**config.mk**
```make
export PLATFORM = sky130hd
export DESIGN_NAME = ext_mem_arbiter
export DESIGN_NICKNAME = d
export VERILOG_FILES = /design/src/rtl/ema_pkg.sv /design/src/rtl/ema_prio.sv /design/src/rtl/ema_hold.sv /design/src/rtl/ema_bus_mux.sv /design/src/rtl/ext_mem_arbiter.sv
export SDC_FILE = /design/constraint.sdc
export NUM_CORES = 1
export LEC_CHECK = 0
export CORE_MARGIN = 4
export CORE_UTILIZATION = 42
export DETAILED_ROUTE_END_ITERATION = 10
export HOLD_SLACK_MARGIN = 0.02
export PLACE_DENSITY = 0.85
export RECOVER_POWER = 50
export SYNTH_ARGS = -nofsm -noshare
export SYNTH_HDL_FRONTEND = slang
export SYNTH_SLANG_ARGS = --single-unit
```
**constraint.sdc**
```tcl
create_clock -name clk -period 1.9 [get_ports clk]
set_input_delay 0.38 -clock clk [delete_from_list [all_inputs] [get_ports clk]]
set_output_delay 0.38 -clock clk [all_outputs]
set_load 0.005 [all_outputs]
```
**src/rtl/ema_pkg.sv**
```systemverilog
package ema_pkg;
  localparam int NSRC   = 3;
  localparam int ADDR_W = 16;
  localparam int CODE_W = $clog2(NSRC + 1);

  localparam int SRC_X = 0;
  localparam int SRC_Y = 1;
  localparam int SRC_P = 2;

  typedef enum logic [1:0] {
    SPC_NONE = 2'b00,
    SPC_X    = 2'b01,
    SPC_Y    = 2'b10,
    SPC_P    = 2'b11
  } space_e;
endpackage

```
**src/rtl/ema_prio.sv**
```systemverilog
// Fixed-priority pick: the lowest index wins.
module ema_prio #(
  parameter int N = 3
) (
  input  logic [N-1:0] req,
  output logic [N-1:0] gnt,
  output logic         more
);
  logic [N:0] seen;

  assign seen[0] = 1'b0;

  genvar i;
  generate
    for (i = 0; i < N; i++) begin : g_chain
      assign gnt[i]    = req[i] & ~seen[i];
      assign seen[i+1] = seen[i] | req[i];
    end
  endgenerate

  // Another request is left after the one picked.
  assign more = |(req & ~gnt);
endmodule

```
**src/rtl/ema_hold.sv**
```systemverilog
// Captures the slot's requests and addresses, then retires one per cycle.
module ema_hold #(
  parameter int N  = 3,
  parameter int AW = 16
) (
  input  logic          clk,
  input  logic          rst_n,
  input  logic [N-1:0]  live_req,
  input  logic [N-1:0]  gnt,
  input  logic [AW-1:0] addr_in [N],
  output logic [N-1:0]  pend,
  output logic [AW-1:0] addr_q [N],
  output logic          busy
);
  assign busy = |pend;

  always_ff @(posedge clk) begin
    if (!rst_n) pend <= '0;
    else        pend <= live_req & ~gnt;
  end

  genvar i;
  generate
    for (i = 0; i < N; i++) begin : g_addr
      always_ff @(posedge clk) begin
        if (!rst_n)     addr_q[i] <= '0;
        else if (!busy) addr_q[i] <= addr_in[i];
      end
    end
  endgenerate
endmodule

```
**src/rtl/ema_bus_mux.sv**
```systemverilog
// AND-OR address selector plus space code from a one-hot grant.
module ema_bus_mux #(
  parameter int N  = 3,
  parameter int AW = 16,
  parameter int CW = 2
) (
  input  logic [N-1:0]  gnt,
  input  logic [AW-1:0] addr [N],
  output logic [AW-1:0] bus_addr,
  output logic [CW-1:0] code
);
  always_comb begin
    bus_addr = '0;
    code     = '0;
    for (int i = 0; i < N; i++) begin
      if (gnt[i]) begin
        bus_addr = bus_addr | addr[i];
        code     = code | CW'(i + 1);
      end
    end
  end
endmodule

```
**src/rtl/ext_mem_arbiter.sv**
```systemverilog
module ext_mem_arbiter
  import ema_pkg::*;
#(
  parameter int AW = ADDR_W
) (
  input  logic          clk,
  input  logic          rst_n,
  input  logic          x_req,
  input  logic [AW-1:0] x_addr,
  input  logic          y_req,
  input  logic [AW-1:0] y_addr,
  input  logic          p_req,
  input  logic [AW-1:0] p_addr,
  output logic [AW-1:0] ext_addr,
  output logic [1:0]    ext_space,
  output logic          ext_valid,
  output logic          x_done,
  output logic          y_done,
  output logic          p_done,
  output logic          core_stall
);
  logic [NSRC-1:0] in_req, pend, live_req, gnt;
  logic [AW-1:0]   in_addr [NSRC];
  logic [AW-1:0]   cap_addr [NSRC];
  logic [AW-1:0]   live_addr [NSRC];
  logic            busy, more;
  logic [AW-1:0]   mux_addr;
  logic [CODE_W-1:0] mux_code;

  assign in_req[SRC_X]  = x_req;
  assign in_req[SRC_Y]  = y_req;
  assign in_req[SRC_P]  = p_req;
  assign in_addr[SRC_X] = x_addr;
  assign in_addr[SRC_Y] = y_addr;
  assign in_addr[SRC_P] = p_addr;

  // Slot start takes live inputs; otherwise the captured leftovers.
  assign live_req = rst_n ? (busy ? pend : in_req) : '0;

  genvar i;
  generate
    for (i = 0; i < NSRC; i++) begin : g_sel
      assign live_addr[i] = busy ? cap_addr[i] : in_addr[i];
    end
  endgenerate

  ema_prio #(.N(NSRC)) u_prio (
    .req  (live_req),
    .gnt  (gnt),
    .more (more)
  );

  ema_hold #(.N(NSRC), .AW(AW)) u_hold (
    .clk      (clk),
    .rst_n    (rst_n),
    .live_req (live_req),
    .gnt      (gnt),
    .addr_in  (in_addr),
    .pend     (pend),
    .addr_q   (cap_addr),
    .busy     (busy)
  );

  ema_bus_mux #(.N(NSRC), .AW(AW), .CW(CODE_W)) u_mux (
    .gnt      (gnt),
    .addr     (live_addr),
    .bus_addr (mux_addr),
    .code     (mux_code)
  );

  assign ext_addr   = mux_addr;
  assign ext_space  = 2'(mux_code);
  assign ext_valid  = |gnt;
  assign x_done     = gnt[SRC_X];
  assign y_done     = gnt[SRC_Y];
  assign p_done     = gnt[SRC_P];
  assign core_stall = more;
endmodule

```
Word-level counts from Yosys, hierarchy flattened
Cells that the tools add are included.
{"block": "word_totals", "elab_cells": 27, "out_inout_bits": 23, "input_bits": 53, "reg_bits": 51}
{"block": "classes", "n_bitwise": 9, "n_reduce_logical": 3, "mux": 11}
{"op": "2-to-1 mux 16 bit", "count": 6}
{"op": "OR 16 bit", "count": 2}
{"op": "OR reduction 3 bit", "count": 3}
{"op": "2-to-1 mux 3 bit", "count": 2}
{"op": "2-to-1 mux 2 bit", "count": 2}
{"op": "bitwise AND 3 bit", "count": 1}
{"op": "NOT 3 bit", "count": 1}
{"op": "bitwise AND 1 bit", "count": 2}
{"op": "NOT 1 bit", "count": 2}
{"op": "2-to-1 mux 1 bit", "count": 1}
{"op": "OR 1 bit", "count": 1}

Longest topological paths before layout
Gate-level depths: netlist of the first run.
{"block": "logic_depth", "depth_word": 9, "depth_mapped": 6}

Cells and area by module
From an unflattened synthesis of the first run, not the netlist that was laid out.
{"block": "hier_totals", "cells_unflattened": 322, "hier_area_um2": 3190.6}
{"mod": "ema_hold", "area_each_um2": 1979.4, "cells_each": 217, "seq_area_each_um2": 1021.0, "n_inst": 1}
{"mod": "ext_mem_arbiter", "area_each_um2": 887.1, "cells_each": 61, "seq_area_each_um2": 0.0, "n_inst": 1}
{"mod": "ema_bus_mux", "area_each_um2": 291.5, "cells_each": 40, "seq_area_each_um2": 0.0, "n_inst": 1}
{"mod": "ema_prio", "area_each_um2": 32.5, "cells_each": 4, "seq_area_each_um2": 0.0, "n_inst": 1}

Least setup slack after synthesis of the first run
OpenSTA, ideal clock, no wires.
{"block": "synth_path", "path_kind": "input to output", "startpoint": "input rst_n", "endpoint": "output ext_addr[10]", "slack_ps": 320, "stages": 6, "t_arrival_ps": 1200, "path_buffers": 3, "required_time_ps": 1520, "cell_sequence": "buf_2 > and4bb_1 > buf_2 > buf_4 > nand2_1 > o221ai_1"}
{"block": "synth_between", "elab_chain_cells": 6}
{"element": "start: declaration", "line": "ext_mem_arbiter.sv:7", "source": "input logic rst_n,"}
{"element": "2-to-1 mux 3 bit *", "line": "ext_mem_arbiter.sv:38", "source": "assign live_req = rst_n ? (busy ? pend : in_req) : '0;"}
{"element": "named net x_done", "line": "ext_mem_arbiter.sv:17", "source": "output logic x_done,"}
{"element": "2-to-1 mux 16 bit or NOT 1 bit (tied branches)", "line": "ema_bus_mux.sv:16, ema_prio.sv:16"}
{"element": "OR 16 bit or bitwise AND 1 bit (tied branches)", "line": "ema_bus_mux.sv:17, ema_prio.sv:16"}
{"element": "2-to-1 mux 16 bit", "line": "ema_bus_mux.sv:16", "source": "if (gnt[i]) begin"}
{"element": "OR 16 bit", "line": "ema_bus_mux.sv:17", "source": "bus_addr = bus_addr | addr[i];"}
{"element": "2-to-1 mux 16 bit *", "line": "ema_bus_mux.sv:16"}
{"element": "end: declaration", "line": "ext_mem_arbiter.sv:14", "source": "output logic [AW-1:0] ext_addr,"}
Mark *: on every way through the listed nets, which the timed path passes. The rest lies on a longest branch.

Worst setup path after layout of the first run
{"block": "layout_path", "startpoint": "input rst_n", "endpoint": "output ext_addr[0]"}
{"block": "layout_between", "elab_chain_cells": 6}
{"element": "2-to-1 mux 3 bit *", "line": "ext_mem_arbiter.sv:38"}
{"element": "2-to-1 mux 16 bit or NOT 1 bit (tied branches)", "line": "ema_bus_mux.sv:16, ema_prio.sv:16"}
{"element": "OR 16 bit or bitwise AND 1 bit (tied branches)", "line": "ema_bus_mux.sv:17, ema_prio.sv:16"}
{"element": "2-to-1 mux 16 bit", "line": "ema_bus_mux.sv:16"}
{"element": "OR 16 bit", "line": "ema_bus_mux.sv:17"}
{"element": "2-to-1 mux 16 bit *", "line": "ema_bus_mux.sv:16"}
Mark *: on every way between the ends. The rest lies on a longest branch, timed or not.

==> results.tsv, run 1 <==
metric	value	unit
detail_route.drc_violations	0	
core.rowCount	23	
globalplace.congestion	0.827	
synth_warnings	0	
finalPower	0.00214	W
cts.path.max_buffers	2	
criticalPathCategory	in2out	
synth-edff-count	0	
drt_wl_total	8290	um
rsz0062_at_grt	true	
asyncSetResetFlopFracSynth	0	
final_util	0.829	
cts_root_buf	sky130_fd_sc_hd__clkbuf_8	
post_place_instance_area	2740	um2
vdd_ir_drop_max	0.409	mV
hold-path-cell-count	2	
post-dp-hpwl	3770	um
power.share.switching	0.301	
pwr_density_cell	631	nW/um2
holdCritPathClass	reg2reg	
postSynthNetCount	252	
yosys_most_used_dff	sky130_fd_sc_hd__dfxtp_1	
drtAntennaViolNets	0	
rrSetupSlack	0.43	ns
detailroute.via_count	2113	
seq_area_frac_synth	0.376	
groute.usage.overall	0.261	
worst_r2r_endpoint	u_hold.addr_q[18]$_SDFF_PN0_	
worstReg2RegStart	u_hold.pend[2]$_SDFF_PN0_	
grt_pass1_wl	10500	um
synth_largest_type_area_fraction	0.376	
p_clk_frac	0.257	
finalWorstSetupSlack	-0.207	ns
final_layout_size_suffix_gt1_frac	0.394	
grt_start_max_net_pins	35	
num_antenna_cells	0	
internal_power	0.00149	W
synth_commonest_cells	50 x sky130_fd_sc_hd__nand2_1, 34 x sky130_fd_sc_hd__dfxtp_1, 32 x sky130_fd_sc_hd__mux2i_1, 17 x sky130_fd_sc_hd__nor2b_1, 16 x sky130_fd_sc_hd__o221ai_1	
syn_avg_cell_area	9.10	um2
number_of_violations_reported_at_the_end_of_detailed_routing_iteration_0	238	
die_h	73.7	um
worst-r2r-cell-count	7	
post-route-min-period	2.11	ns
timing.final.setup_violations	18	
cp.arrival	1.73	ns
timing.hold.ws	0.462	ns
register_area	688	um2
h-tree-depth	2	
grt_pass1_vias	1985	
finalMaxSlewViolations	0	
hold_viol	0	
final_std_cells_w_o_fill	357	
avgViaCountPerCell	5.92	
wl_per_cell	23.2	um
post_cts_hold_fix_bufs	0	
floorplan.die.width	73.7	um
synth_cells	199	
worstHoldEndpoint	u_hold.addr_q[5]$_SDFF_PN0_	
run_status	complete, but fails checks	
areaGrowthSynthToFinish	87.0	%
cap_violations	0	
port-buffer-count	75	
initial_core_util	0.443	
critical_path.max_fanout	9	
hold_path_startpoint	u_hold.addr_q[5]$_SDFF_PN0_	
timing.clock.skew	0.0115	ns
cts_tree	done	
synth.area.top_cells	sky130_fd_sc_hd__dfxtp_1 38%, sky130_fd_sc_hd__mux2i_1 18%, sky130_fd_sc_hd__nand2_1 10%	
post-place-cells	330	
yosys.cell_count.top_type	sky130_fd_sc_hd__nand2_1	
coreArea	4090	um2
max_slew_margin	0.728	
critical_path.endpoint_type	output pin	
grt_overflow	0	
seq_cells_post_synth	34	
synth_area	1810	um2
synth_cell_type_count	24	
switching_power_summed_over_all_nets	0.000644	W
worstMarginPinSlew	0.396	ns
power.static_leakage	1.40	nW
clock_sinks	34	
cts_buffers	5	
number_of_antenna_violations_at_the_first_check_in_global_routing	0	
drt_first_pass_iters	5	
max_freq	475	MHz
n_fill_cell	203	
area_occupied_by_multi_input_gates	1330	um2
sequential_power_share	0.378	
path_clk_slew	0.06	ns
die_area	5430	um2
final_min_period_over_clock_period	1.11	
failing_checks	negative setup slack	
critPathRequiredTime	1.52	ns
post-synth-top-area-cell	sky130_fd_sc_hd__dfxtp_1	
layout.cell_area.non_filler	3390	um2
io_pins	76	
comb_power_share	0.365	
worstSetupStartpointType	input pin	
clkLatencyLatePin	0.30	ns
finish.net_count	361	
[kinds of logic after synthesis]
kind of cell / count (synthesis) / synth area share
AND/OR/NAND/NOR: 75 / 0.201
AO/OA/AOI/OAI: 38 / 0.173
flip-flops: 34 / 0.376
multiplexers: 32 / 0.177
buffers and inverters: 20 / 0.0732
[through the flow]
stage / setup TNS, ns / setup slack [ns]
floorplan: 0 / 0.320
global placement: -12.48 / -0.642
detailed placement: -13.34 / -0.639
CTS: -1.43 / -0.124
global route: -3.25 / -0.244
finish: -2.58 / -0.207
[cell usage in the layout (no fill, tap or decap), drive strengths merged, types with 2 or more instances in the layout]
cell            n
dfxtp          34
clkdlybuf4s15   2
nor2b          17
mux2i          32
o221ai         16
inv             2
a21boi         16
and2            2
dlygate4sd2     3
o21ai           4
nor3b           2
buf            61
clkbuf          9
nand2          50
clkdlybuf4s50  48
bufbuf          3
[worst max-delay path by stage]
| stage | start | end | slack (ns) |
|---|---|---|---|
| finish | rst_n | ext_addr[0] | -0.21 |
| floorplan | rst_n | ext_addr[10] | 0.32 |
| global route | rst_n | ext_addr[0] | -0.24 |
| CTS | u_hold.pend[2]$_SDFF_PN0_ | ext_addr[3] | -0.12 |
| detailed placement | x_req | ext_addr[7] | -0.64 |
| global placement | x_req | ext_addr[7] | -0.64 |
[sequential cells by signal, indices dropped and copies added, names as in the netlist]
register	flops
u_hold.pend	2
u_hold.addr_q	32
[worst max-delay path: stages]
cell                            delay (ns)
sky130_fd_sc_hd__dlygate4sd2_1        0.33
sky130_fd_sc_hd__nor2b_2              0.26
sky130_fd_sc_hd__o21ai_4              0.11
sky130_fd_sc_hd__bufbuf_16            0.30
sky130_fd_sc_hd__o221ai_2             0.18
sky130_fd_sc_hd__buf_2                0.17
[power by group through the flow]
stage               registers (W)  clock network (W)  logic [W]
floorplan                0.000798                  0   0.000243
global placement         0.000800                  0   0.000527
detailed placement       0.000803                  0   0.000534
CTS                      0.000801           0.000535   0.000679
global route             0.000812           0.000578   0.000813
finish                   0.000808           0.000549   0.000779
[area by class of cell]
cell class | instances | area share
repair buffers | 120 | 0.358
multi-input cells | 145 | 0.394
flip-flops and latches | 34 | 0.203
clock buffers | 6 | 0.0244
inverters | 2 | 0.00222
well taps | 50 | 0.0185
[routing by layer]
layer	vias up	share of wire	routed length [um]	global-route usage
met3	40	0.060	493	0.0506
li1	912	-	-	-
met2	134	0.52	4270	0.454
met1	1027	0.38	3150	0.316
met4	0	0.045	369	0.0986
met5	-	0	0	0
[repair_timing]
item | 4_1_cts | 5_1_grt
pin swaps | 9 | 12
endpoints found under the setup margin | 23 | 22
gates cloned | 5 | 0
setup buffers | 12 | 5
resized for setup | 136 | 32
No activity file was read; power rests on OpenSTA's default activity.
==> inputs of run 2 (changes only) <==
--- a/config.mk
+++ b/config.mk
@@ -6,10 +6,10 @@
 export NUM_CORES = 1
 export LEC_CHECK = 0
 export CORE_MARGIN = 4
-export CORE_UTILIZATION = 42
+export CORE_UTILIZATION = 44
 export DETAILED_ROUTE_END_ITERATION = 10
 export HOLD_SLACK_MARGIN = 0.02
-export PLACE_DENSITY = 0.85
+export PLACE_DENSITY = 0.88
 export RECOVER_POWER = 50
 export SYNTH_ARGS = -nofsm -noshare
 export SYNTH_HDL_FRONTEND = slang
==> constraint.sdc (replaced) <==
create_clock -name clk -period 2.7 [get_ports clk]
set_input_delay 0.54 -clock clk [delete_from_list [all_inputs] [get_ports clk]]
set_output_delay 0.54 -clock clk [all_outputs]
set_load 0.005 [all_outputs]
==> run 2 against run 1 <==
The run now ends clean. Worst hold slack worse by 0.0074 ns. Via count is 21% lower. Sequential share of layout area is 4.7 points higher. Count of clock-buffer cells in the layout is 1 higher. Core utilization is 15 points lower. Sequential cell count stayed put. Total power is 41% lower. Register-to-register slack better by 0.34 ns. Setup slack better by 0.36 ns. Largest cell class unchanged. Highest routed layer unchanged.
==> results.tsv, run 2 (same netlist as run 1, synthesis figures left out) <==
metric	value	unit
grt_pass1_wl	8180	um
post_place_instance_area	2620	um2
post_cts_hold_fix_bufs	0	
timing.clock.skew	0.00579	ns
io_pins	76	
comb_power_share	0.262	
use_met1	0.262	
cts_tree	done	
floorplan.die.width	72.2	um
worst_r2r_endpoint	u_hold.addr_q[14]$_SDFF_PN0_	
grt_start_max_net_pins	35	
cp.arrival	2.01	ns
mostFrequentLayoutCells	56 x sky130_fd_sc_hd__clkdlybuf4s50_1, 50 x sky130_fd_sc_hd__nand2_1, 33 x sky130_fd_sc_hd__dfxtp_1	
post-dp-hpwl	3850	um
final_min_period_over_clock_period	0.944	
cts_root_buf	sky130_fd_sc_hd__clkbuf_8	
initial_core_util	0.453	
clock_sinks	34	
global_route.usage.met3	0.0526	
run_status	completed	
use_met2	0.329	
finish.net_count	332	
clkLatencyLatePin	0.29	ns
top_register_by_number_of_flip_flops	u_hold.addr_q	
path_clk_slew	0.06	ns
coreArea	4000	um2
pwr_density_cell	465	nW/um2
cts.path.max_buffers	2	
post-route-min-period	2.55	ns
grt_overflow	0	
most_common_cell_after_layout_fill_and_taps_aside	sky130_fd_sc_hd__clkdlybuf4s50_1	
number_of_violations_reported_at_the_end_of_detailed_routing_iteration_0	67	
registers_with_the_highest_flip_flop_counts	u_hold.addr_q (32), u_hold.pend (2)	
critical-path-top-delay-family	buffers and inverters	
worst-r2r-cell-count	5	
detail_route.drc_violations	0	
drtAntennaViolNets	0	
num_antenna_cells	0	
register_area	682	um2
rrSetupSlack	0.77	ns
final_util	0.682	
critPathSlowestCell	sky130_fd_sc_hd__clkdlybuf4s50_1	
drt_first_pass_iters	4	
drt_wl_total	4950	um
power.static_leakage	1.22	nW
critical_path.endpoint_type	output pin	
number_of_antenna_violations_at_the_first_check_in_global_routing	0	
port-buffer-count	75	
worstSetupStartpointType	input pin	
timing.final.setup_violations	0	
internal_power	0.000938	W
die_h	72.2	um
detailroute.via_count	1679	
groute.usage.overall	0.203	
cts_buffers	5	
critPathRequiredTime	2.16	ns
vdd_ir_drop_max	0.324	mV
h-tree-depth	2	
areaGrowthSynthToFinish	50.5	%
sequential_power_share	0.438	
n_fill_cell	334	
core.rowCount	23	
criticalPathCategory	in2out	
sum_of_buffers_and_inverters_on_the_critical_path	3	
holdCritPathClass	reg2reg	
cpPeakStageDelay	0.50	ns
final_std_cells_w_o_fill	330	
layout.cell_area.non_filler	2730	um2
globalplace.congestion	0.845	
post-place-cells	320	
cap_violations	0	
power.share.switching	0.260	
finalMaxSlewViolations	0	
worstReg2RegStart	u_hold.pend[2]$_SDFF_PN0_	
hold_path_startpoint	u_hold.addr_q[11]$_SDFF_PN0_	
die_area	5210	um2
finalPower	0.00127	W
cp_common_cell	sky130_fd_sc_hd__clkdlybuf4s50_1	
final_layout_size_suffix_gt1_frac	0.100	
p_clk_frac	0.300	
critical_path.max_fanout	11	
hold_viol	0	
area_occupied_by_multi_input_gates	1000	um2
max_slew_margin	0.515	
max_freq	392	MHz
avgViaCountPerCell	5.09	
worstHoldEndpoint	u_hold.addr_q[11]$_SDFF_PN0_	
largest_register_ffs	32	
grt_pass1_vias	1707	
rsz0062_at_grt	false	
wl_per_cell	15.0	um
switching_power_summed_over_all_nets	0.000330	W
worstMarginPinSlew	0.728	ns
hold-path-cell-count	2	
path_cells	clkdlybuf4s50_1 -> nor3b_2 -> o21ai_2 -> buf_4 -> nand2_1 -> clkdlybuf4s50_1	
top_usage_layer	met2	
run 2: area by class of cell:
cell class | count | share of cell area
clock buffers | 7 | 0.0317
well taps | 50 | 0.0229
repair buffers | 91 | 0.323
multi-input cells | 145 | 0.368
flip-flops and latches | 34 | 0.250
clock inverters | 1 | 0.00184
inverters | 2 | 0.00275
run 2: what timing repair did:
| item | 4_1_cts | 5_1_grt |
|---|---|---|
| pin swaps | 3 | 1 |
| endpoints found under the setup margin | 20 | 6 |
| buffers inserted | 2 | 0 |
| gates resized for setup | 20 | 5 |
run 2: power by group through the flow:
stage	clock network (W)	registers [W]	logic, W
after floorplan	0	0.000562	0.000171
after global routing	0.000415	0.000559	0.000365
after detailed placement	0	0.000568	0.000347
after global placement	0	0.000565	0.000341
final	0.000380	0.000556	0.000332
after CTS	0.000392	0.000556	0.000338
run 2: worst max-delay path by stage:
stage / to / slack, ns / start / depth (start not counted)
floorplan: ext_addr[10] / 0.80 / rst_n / 6
global placement: ext_addr[6] / -0.19 / x_req / 6
detailed placement: ext_addr[0] / -0.22 / x_req / 6
CTS: ext_space[1] / 0.007 / y_req / 6
global route: ext_addr[4] / 0.05 / u_hold.pend[1]$_SDFF_PN0_ / 5
finish: ext_space[1] / 0.15 / p_req / 6
run 2: routing by layer:
| metal | routed length [um] | vias to the layer above |
|---|---|---|
| met5 | 0 | - |
| met4 | 95 | 0 |
| met3 | 248 | 9 |
| met2 | 2490 | 44 |
| met1 | 2120 | 775 |
| li1 | - | 851 |
run 2: stage by stage:
stage               hold slack, ns  setup WS (ns)  setup TNS [ns]
floorplan                    0.435          0.800               0
global placement             0.440         -0.192           -2.77
detailed placement           0.448         -0.221           -3.42
CTS                          0.456        0.00689               0
global route                 0.477         0.0460               0
finish                       0.455          0.151               0
run 2: worst register-to-register path, delay by kind of cell (launching register included):
kind | cells | cell delay [ns]
buffers and inverters | 2 | 0.84
DFF | 1 | 0.43
and+or+nand+nor | 2 | 0.39
AOI/OAI and AO/OA | 1 | 0.19
